`src/rtl/pwm_aq_pkg.sv`:
```
package pwm_aq_pkg;

    localparam int NEV     = 6;
    localparam int EV_ZERO = 0;
    localparam int EV_PRD  = 1;
    localparam int EV_CAU  = 2;
    localparam int EV_CAD  = 3;
    localparam int EV_CBU  = 4;
    localparam int EV_CBD  = 5;
    localparam int CFG_W   = 2 * NEV;
    localparam int NRANK   = 4;

    typedef logic [NEV-1:0]   ev_t;
    typedef logic [CFG_W-1:0] cfg_t;

    typedef enum logic [1:0] {
        ACT_NONE = 2'b00,
        ACT_LOW  = 2'b01,
        ACT_HIGH = 2'b10,
        ACT_INV  = 2'b11
    } act_e;

    typedef enum logic [1:0] {
        LD_ZERO = 2'b00,
        LD_PRD  = 2'b01,
        LD_BOTH = 2'b10,
        LD_IMM  = 2'b11
    } ld_e;

    // ranking, index 0 is the strongest
    localparam int RANK_UP [NRANK] = '{EV_PRD, EV_CBU, EV_CAU, EV_ZERO};
    localparam int RANK_DN [NRANK] = '{EV_ZERO, EV_CBD, EV_CAD, EV_PRD};

    function automatic logic apply_act(logic cur, logic [1:0] a);
        case (act_e'(a))
            ACT_LOW:  return 1'b0;
            ACT_HIGH: return 1'b1;
            ACT_INV:  return ~cur;
            default:  return cur;
        endcase
    endfunction

    // walk from weakest to strongest so the strongest non-none wins
    function automatic logic [1:0] pick_act(ev_t ev, cfg_t cfg, logic up);
        logic [1:0] r;
        int         k;
        r = ACT_NONE;
        for (int i = NRANK - 1; i >= 0; i--) begin
            k = up ? RANK_UP[i] : RANK_DN[i];
            if (ev[k] && (cfg[2*k +: 2] != 2'b00))
                r = cfg[2*k +: 2];
        end
        return r;
    endfunction

endpackage

```
`src/rtl/aq_event_decode.sv`:
```
module aq_event_decode
    import pwm_aq_pkg::*;
#(
    parameter int W = 16
) (
    input  logic [W-1:0] cnt,
    input  logic [W-1:0] prd,
    input  logic [W-1:0] cmp_a,
    input  logic [W-1:0] cmp_b,
    input  logic         cnt_up,
    output ev_t          ev
);
    localparam int NCMP = 2;

    logic [W-1:0] cmp_v [NCMP];
    assign cmp_v[0] = cmp_a;
    assign cmp_v[1] = cmp_b;

    assign ev[EV_ZERO] = (cnt == '0);
    assign ev[EV_PRD]  = (cnt == prd);

    for (genvar g = 0; g < NCMP; g++) begin : g_cmp
        logic hit;
        assign hit = (cnt == cmp_v[g]) && (cmp_v[g] <= prd);
        assign ev[EV_CAU + 2*g] = hit & cnt_up;
        assign ev[EV_CAD + 2*g] = hit & ~cnt_up;
    end
endmodule

```
`src/rtl/aq_force_reg.sv`:
```
module aq_force_reg
    import pwm_aq_pkg::*;
(
    input  logic       clk,
    input  logic       rst,
    input  logic       wr,
    input  logic [1:0] val,
    input  ld_e        ld,
    input  logic       at_zero,
    input  logic       at_prd,
    output logic [1:0] eff,
    output logic [1:0] active
);
    logic [1:0] shadow;
    logic       load_pt;
    logic       imm_wr;

    always_comb begin
        case (ld)
            LD_ZERO: load_pt = at_zero;
            LD_PRD:  load_pt = at_prd;
            LD_BOTH: load_pt = at_zero | at_prd;
            default: load_pt = 1'b0;
        endcase
    end

    assign imm_wr = wr && (ld == LD_IMM);
    assign eff    = imm_wr ? val : active;

    always_ff @(posedge clk) begin
        if (rst) begin
            shadow <= 2'b00;
            active <= 2'b00;
        end else begin
            if (wr)
                shadow <= val;
            if (imm_wr)
                active <= val;
            else if (load_pt)
                active <= shadow;
        end
    end
endmodule

```
`src/rtl/aq_out_path.sv`:
```
module aq_out_path
    import pwm_aq_pkg::*;
(
    input  logic       clk,
    input  logic       rst,
    input  ev_t        ev,
    input  logic       cnt_up,
    input  cfg_t       cfg,
    input  logic       os_go,
    input  logic [1:0] os_act,
    input  logic [1:0] force_eff,
    output logic       q
);
    logic       nxt;
    logic [1:0] ev_act;

    assign ev_act = pick_act(ev, cfg, cnt_up);

    always_comb begin
        case (act_e'(force_eff))
            ACT_LOW:  nxt = 1'b0;
            ACT_HIGH: nxt = 1'b1;
            default:  nxt = os_go ? apply_act(q, os_act) : apply_act(q, ev_act);
        endcase
    end

    always_ff @(posedge clk) begin
        if (rst) q <= 1'b0;
        else     q <= nxt;
    end
endmodule

```
`src/rtl/pwm_action_qual.sv`:
```
module pwm_action_qual
    import pwm_aq_pkg::*;
#(
    parameter int W = 16
) (
    input  logic         clk,
    input  logic         rst,
    input  logic [W-1:0] cnt,
    input  logic [W-1:0] prd,
    input  logic [W-1:0] cmp_a,
    input  logic [W-1:0] cmp_b,
    input  logic         cnt_up,
    input  logic [11:0]  act_a,
    input  logic [11:0]  act_b,
    input  logic         os_go_a,
    input  logic         os_go_b,
    input  logic [1:0]   os_act_a,
    input  logic [1:0]   os_act_b,
    input  logic         csf_wr,
    input  logic [1:0]   csf_val_a,
    input  logic [1:0]   csf_val_b,
    input  logic [1:0]   csf_ld,
    output logic         pwm_a,
    output logic         pwm_b
);
    localparam int NOUT = 2;

    ev_t        ev_vec;
    cfg_t       cfg_v   [NOUT];
    logic       os_go_v [NOUT];
    logic [1:0] os_act_v[NOUT];
    logic [1:0] val_v   [NOUT];
    logic [1:0] eff_v   [NOUT];
    logic [1:0] act_v   [NOUT];
    logic       q_v     [NOUT];
    logic [1:0] force_a;
    logic [1:0] force_b;

    assign cfg_v[0]    = act_a;
    assign cfg_v[1]    = act_b;
    assign os_go_v[0]  = os_go_a;
    assign os_go_v[1]  = os_go_b;
    assign os_act_v[0] = os_act_a;
    assign os_act_v[1] = os_act_b;
    assign val_v[0]    = csf_val_a;
    assign val_v[1]    = csf_val_b;

    aq_event_decode #(.W(W)) u_dec (
        .cnt    (cnt),
        .prd    (prd),
        .cmp_a  (cmp_a),
        .cmp_b  (cmp_b),
        .cnt_up (cnt_up),
        .ev     (ev_vec)
    );

    for (genvar g = 0; g < NOUT; g++) begin : g_out
        aq_force_reg u_force (
            .clk     (clk),
            .rst     (rst),
            .wr      (csf_wr),
            .val     (val_v[g]),
            .ld      (ld_e'(csf_ld)),
            .at_zero (ev_vec[EV_ZERO]),
            .at_prd  (ev_vec[EV_PRD]),
            .eff     (eff_v[g]),
            .active  (act_v[g])
        );

        aq_out_path u_path (
            .clk       (clk),
            .rst       (rst),
            .ev        (ev_vec),
            .cnt_up    (cnt_up),
            .cfg       (cfg_v[g]),
            .os_go     (os_go_v[g]),
            .os_act    (os_act_v[g]),
            .force_eff (eff_v[g]),
            .q         (q_v[g])
        );
    end

    assign force_a = act_v[0];
    assign force_b = act_v[1];
    assign pwm_a   = q_v[0];
    assign pwm_b   = q_v[1];
endmodule

```
`config.mk`:
```
export PLATFORM = sky130hd
export DESIGN_NAME = pwm_action_qual
export DESIGN_NICKNAME = d
export VERILOG_FILES = /design/src/rtl/pwm_aq_pkg.sv /design/src/rtl/aq_event_decode.sv /design/src/rtl/aq_force_reg.sv /design/src/rtl/aq_out_path.sv /design/src/rtl/pwm_action_qual.sv
export SDC_FILE = /design/constraint.sdc
export NUM_CORES = 1
export LEC_CHECK = 0
export BUFFER_PORTS_ARGS = -buffer_cell sky130_fd_sc_hd__buf_2
export CAP_MARGIN = 20
export CORE_MARGIN = 4
export CORE_UTILIZATION = 45
export DETAILED_ROUTE_END_ITERATION = 16
export PLACE_DENSITY = 0.82
export SYNTH_ARGS = -nofsm -noshare
export SYNTH_HDL_FRONTEND = slang
export SYNTH_SLANG_ARGS = --single-unit
```
`constraint.sdc`:
```
create_clock -name clk -period 2.55 [get_ports clk]
set_clock_uncertainty 0.15 [all_clocks]
set_input_delay 0.3825 -clock clk [delete_from_list [all_inputs] [get_ports clk]]
set_output_delay 0.3825 -clock clk [all_outputs]
set_load 0.005 [all_outputs]
```
==> impl_metrics.env <==
export IMPL_fin_util=0.798
export IMPL_syn_area_sq_mm=0.00250
export IMPL_die_h_um=82.5
export IMPL_violations="setup timing"
export IMPL_rows=26
export IMPL_port_buffers=105
export IMPL_dp_hpwl_um=8080
export IMPL_critPathTopFamily="compound AO/OA/AOI/OAI gates"
export IMPL_wl_um=9950
export IMPL_crit_path_frequent_cell="buf_4"
export IMPL_rsz0062_at_grt="yes"
export IMPL_syn_inst=329
export IMPL_drc_errors=0
export IMPL_clk_latency_ns=0.23
export IMPL_fmax_mhz=365
export IMPL_fillCellCount=351
export IMPL_min_path_type="in2reg"
export IMPL_required_ns=2.55
export IMPL_antenna_found_initial=0
export IMPL_cp_start_kind="input pin"
export IMPL_ys_ff_latch=10
export IMPL_synth_seq_area_share=0.0802
export IMPL_worst_slew_pin_slew_ns=0.429
export IMPL_internal_power_w=0.000577
export IMPL_arrival_ns=2.74
export IMPL_syn_nets=469
export IMPL_finalHoldViolCount=0
export IMPL_status="finished, violations left"
export IMPL_pin_count=106
export IMPL_synth_top_area_share=0.180
export IMPL_dr_pass1_iters=4
export IMPL_critPathCaptureType="flop"
export IMPL_whs_endpoint="g_out[0].u_force.shadow[1]$_SDFFE_PP0P_"
export IMPL_synth_ff_type="dfxtp_1"
export IMPL_cts_tree="built"
export IMPL_pwr_share_comb=0.645
export IMPL_ys_warn_count=0
export IMPL_syn_to_final_growth_pct=67.5
export IMPL_final_instance_count_excl_fill=589
export IMPL_diodes=0
export IMPL_drtAntennaViolNets=0
export IMPL_drtIter0Drc=114
export IMPL_clk_pin_slew_ns=0.05
export IMPL_seq_power_share=0.183
export IMPL_grt_pass1_vias=3483
export IMPL_synth_area_top_cells="ha_1 (18%), xnor2_1 (11%), dfxtp_1 (8.0%)"
export IMPL_ctsHtreeMaxLevel=1
export IMPL_via_count=3351
export IMPL_min_from="csf_val_a[1]"
export IMPL_track_usage=0.297
export IMPL_core_area_sq_mm=0.00524
export IMPL_setup_viol=2
export IMPL_ys_types=56
export IMPL_r2r_start="g_out[0].u_force.active[0]$_SDFFE_PP0P_"
export IMPL_fin_crit_sh=1.07
export IMPL_yosysTopAreaCell="ha_1"
export IMPL_irDropWorstVdd_v=0.000200
export IMPL_p_clk_frac=0.172
export IMPL_fin_ws_ns=-0.187
export IMPL_die_x_um=82.5
export IMPL_relSlewSlack=0.711
export IMPL_worstPathCellList="buf_2 > buf_4 > xnor2_1 > nand4_1 > nor4_4 > buf_4 > a32o_1 > o31ai_1 > a311oi_2 > or2_1 > o21ai_2 > a221oi_2"
export IMPL_syn_area_per_cell_sq_um=7.59
export IMPL_power_static_leakage_nw=1.94
export IMPL_crit_fanout=4
export IMPL_swShare=0.391
export IMPL_hold_ws_ns=0.273
export IMPL_die_area_sq_mm=0.00680
export IMPL_drv_slew=0
export IMPL_min_delay_path_depth=3
export IMPL_grt_first_pass_wirelength_um=15500
export IMPL_crit_buf_inv=3
export IMPL_dpl_cell_count=581
export IMPL_grt_max_degree=14
export IMPL_clockBufferDepth=2
export IMPL_powerDensity_mw_per_mm2=227
export IMPL_finalWorstPathRequiredPeriod_ns=2.74
export IMPL_timing_rr_end="g_out[0].u_path.q$_SDFFE_PP0P_"
export IMPL_async_flop_share=0
export IMPL_final_nets=661
export IMPL_start_util=0.477
export IMPL_place_congestion=0.945
export IMPL_root_buffer="clkbuf_8"
export IMPL_maxCapViolations=0
export IMPL_synth_edff_count=0
export IMPL_r2r_cells=9
export IMPL_cts_sinks=10
export IMPL_r2r_slack_ns=0.46
export IMPL_p_sw_w=0.000371
export IMPL_wl_per_cell_um=16.9
export IMPL_drive_above_1_share=0.482
export IMPL_viasPerCell=5.69
export IMPL_ctsHoldBuffers=0
export IMPL_cts_buffers=3
export IMPL_grt_overflow_total=0
export IMPL_critPathSlowestCell="nor4_4"
export IMPL_critical_path_class="in2reg"
export IMPL_cpPeakStageDelay_ns=0.44
-- power by group through the flow --
| stage | sequential, W | combinational (W) | clock, W |
|---|---|---|---|
| after CTS | 0.000173 | 0.000596 | 0.000163 |
| after global placement | 0.000175 | 0.000534 | 0 |
| after floorplan | 0.000174 | 0.000263 | 0 |
| after detailed placement | 0.000175 | 0.000547 | 0 |
| after global routing | 0.000174 | 0.000668 | 0.000168 |
| final | 0.000173 | 0.000612 | 0.000163 |
-- cell usage after synthesis, drive strengths merged, types with 2 or more instances --
library cell	count
ha	36
nand2	35
xnor2	32
inv	26
a21oi	24
nor2	19
nand4	17
xor2	16
mux2i	13
nor4	12
dfxtp	10
o21ai	9
nor3	7
a311oi	6
o211ai	6
or3	5
a211oi	4
a32o	4
a21o	3
a31oi	3
nand3	3
or2	3
a32oi	2
and2	2
buf	2
clkbuf	2
mux2	2
nand2b	2
nor2b	2
o2111ai	2
o22ai	2
o31ai	2
-- per-stage QoR --
step                power [W]  cell area, sq um  setup TNS (ns)  setup WS, ns
CTS                  0.000931              4180          -0.184        -0.133
global placement     0.000709              3850          -0.744        -0.379
floorplan            0.000438              2640         -0.0700       -0.0700
finish               0.000947              4180          -0.240        -0.187
global route          0.00101              4180          -0.522        -0.288
detailed placement   0.000722              3850          -0.950        -0.446
-- worst max path at each step --
stage | end | cells past startpoint | slack [ns] | from
after floorplan | g_out[0].u_path.q$_SDFFE_PP0P_ | 11 | -0.07 | prd[14]
after global placement | g_out[0].u_path.q$_SDFFE_PP0P_ | 13 | -0.38 | prd[1]
after detailed placement | g_out[0].u_path.q$_SDFFE_PP0P_ | 13 | -0.45 | prd[1]
after CTS | g_out[0].u_path.q$_SDFFE_PP0P_ | 12 | -0.13 | prd[1]
after global routing | g_out[0].u_path.q$_SDFFE_PP0P_ | 12 | -0.29 | prd[5]
final | g_out[0].u_path.q$_SDFFE_PP0P_ | 12 | -0.19 | cnt[7]
-- what timing repair did --
item                                    CTS  global route
gates resized for setup                  43             1
gates cloned                              0             0
buffers inserted                          5             0
endpoints found under the hold margin     0             0
pin swaps                                28             2
endpoints found under the setup margin    2             2
-- kinds of logic (layout without fill, tap and decap cells) --
logic type                 after synthesis  after routing  share of synthesized area
muxes                                   15             15                     0.0612
AOI/OAI and AO/OA                       78             78                      0.229
DFF                                     10             10                     0.0802
xor gates and xnor gates                48             48                      0.168
adders and majority gates               36             36                      0.180
and+or+nand+nor                        111            111                      0.234
buffers and inverters                   31            221                     0.0471
-- worst register-to-register path: cells and delay by family (launching register included) --
kind | cells | cell delay (ns)
compound gates | 4 | 0.86
buf+inv | 1 | 0.18
fa+ha+maj | 1 | 0.22
simple gates | 3 | 0.26
flops | 1 | 0.33
-- layout by cell type (no fill, tap or decap), drive strengths merged, types with 7 or more instances in the layout --
master | Yosys | final
nor2 | 19 | 19
nor3 | 7 | 7
xnor2 | 32 | 32
mux2i | 13 | 13
nor4 | 12 | 12
nand2 | 35 | 35
inv | 26 | 26
a21oi | 24 | 24
nand4 | 17 | 17
o21ai | 9 | 9
ha | 36 | 36
buf | 2 | 191
xor2 | 16 | 16
dfxtp | 10 | 10
-- cell type report --
class	instances	area, sq um	share of cell area
inverter	27	131	0.0314
multi-input combinational	288	2510	0.600
tap	70	87.6	0.0210
clock buffer	3	41.3	0.00988
sequential	10	200	0.0479
timing repair buffer	191	1210	0.290
-- sequential cells by signal, indices dropped and copies added (netlist names) --
signal                count
g_out.u_force.active      4
g_out.u_force.shadow      4
g_out.u_path.q            2
-- metal layers --
metal	track usage	vias to the layer above	part of all wire
li1	-	1626	-
met1	0.343	1551	0.40
met5	0	-	0
met4	0.0831	0	0.029
met2	0.563	144	0.50
met3	0.0423	30	0.065
No activity file was read; power rests on OpenSTA's default activity.
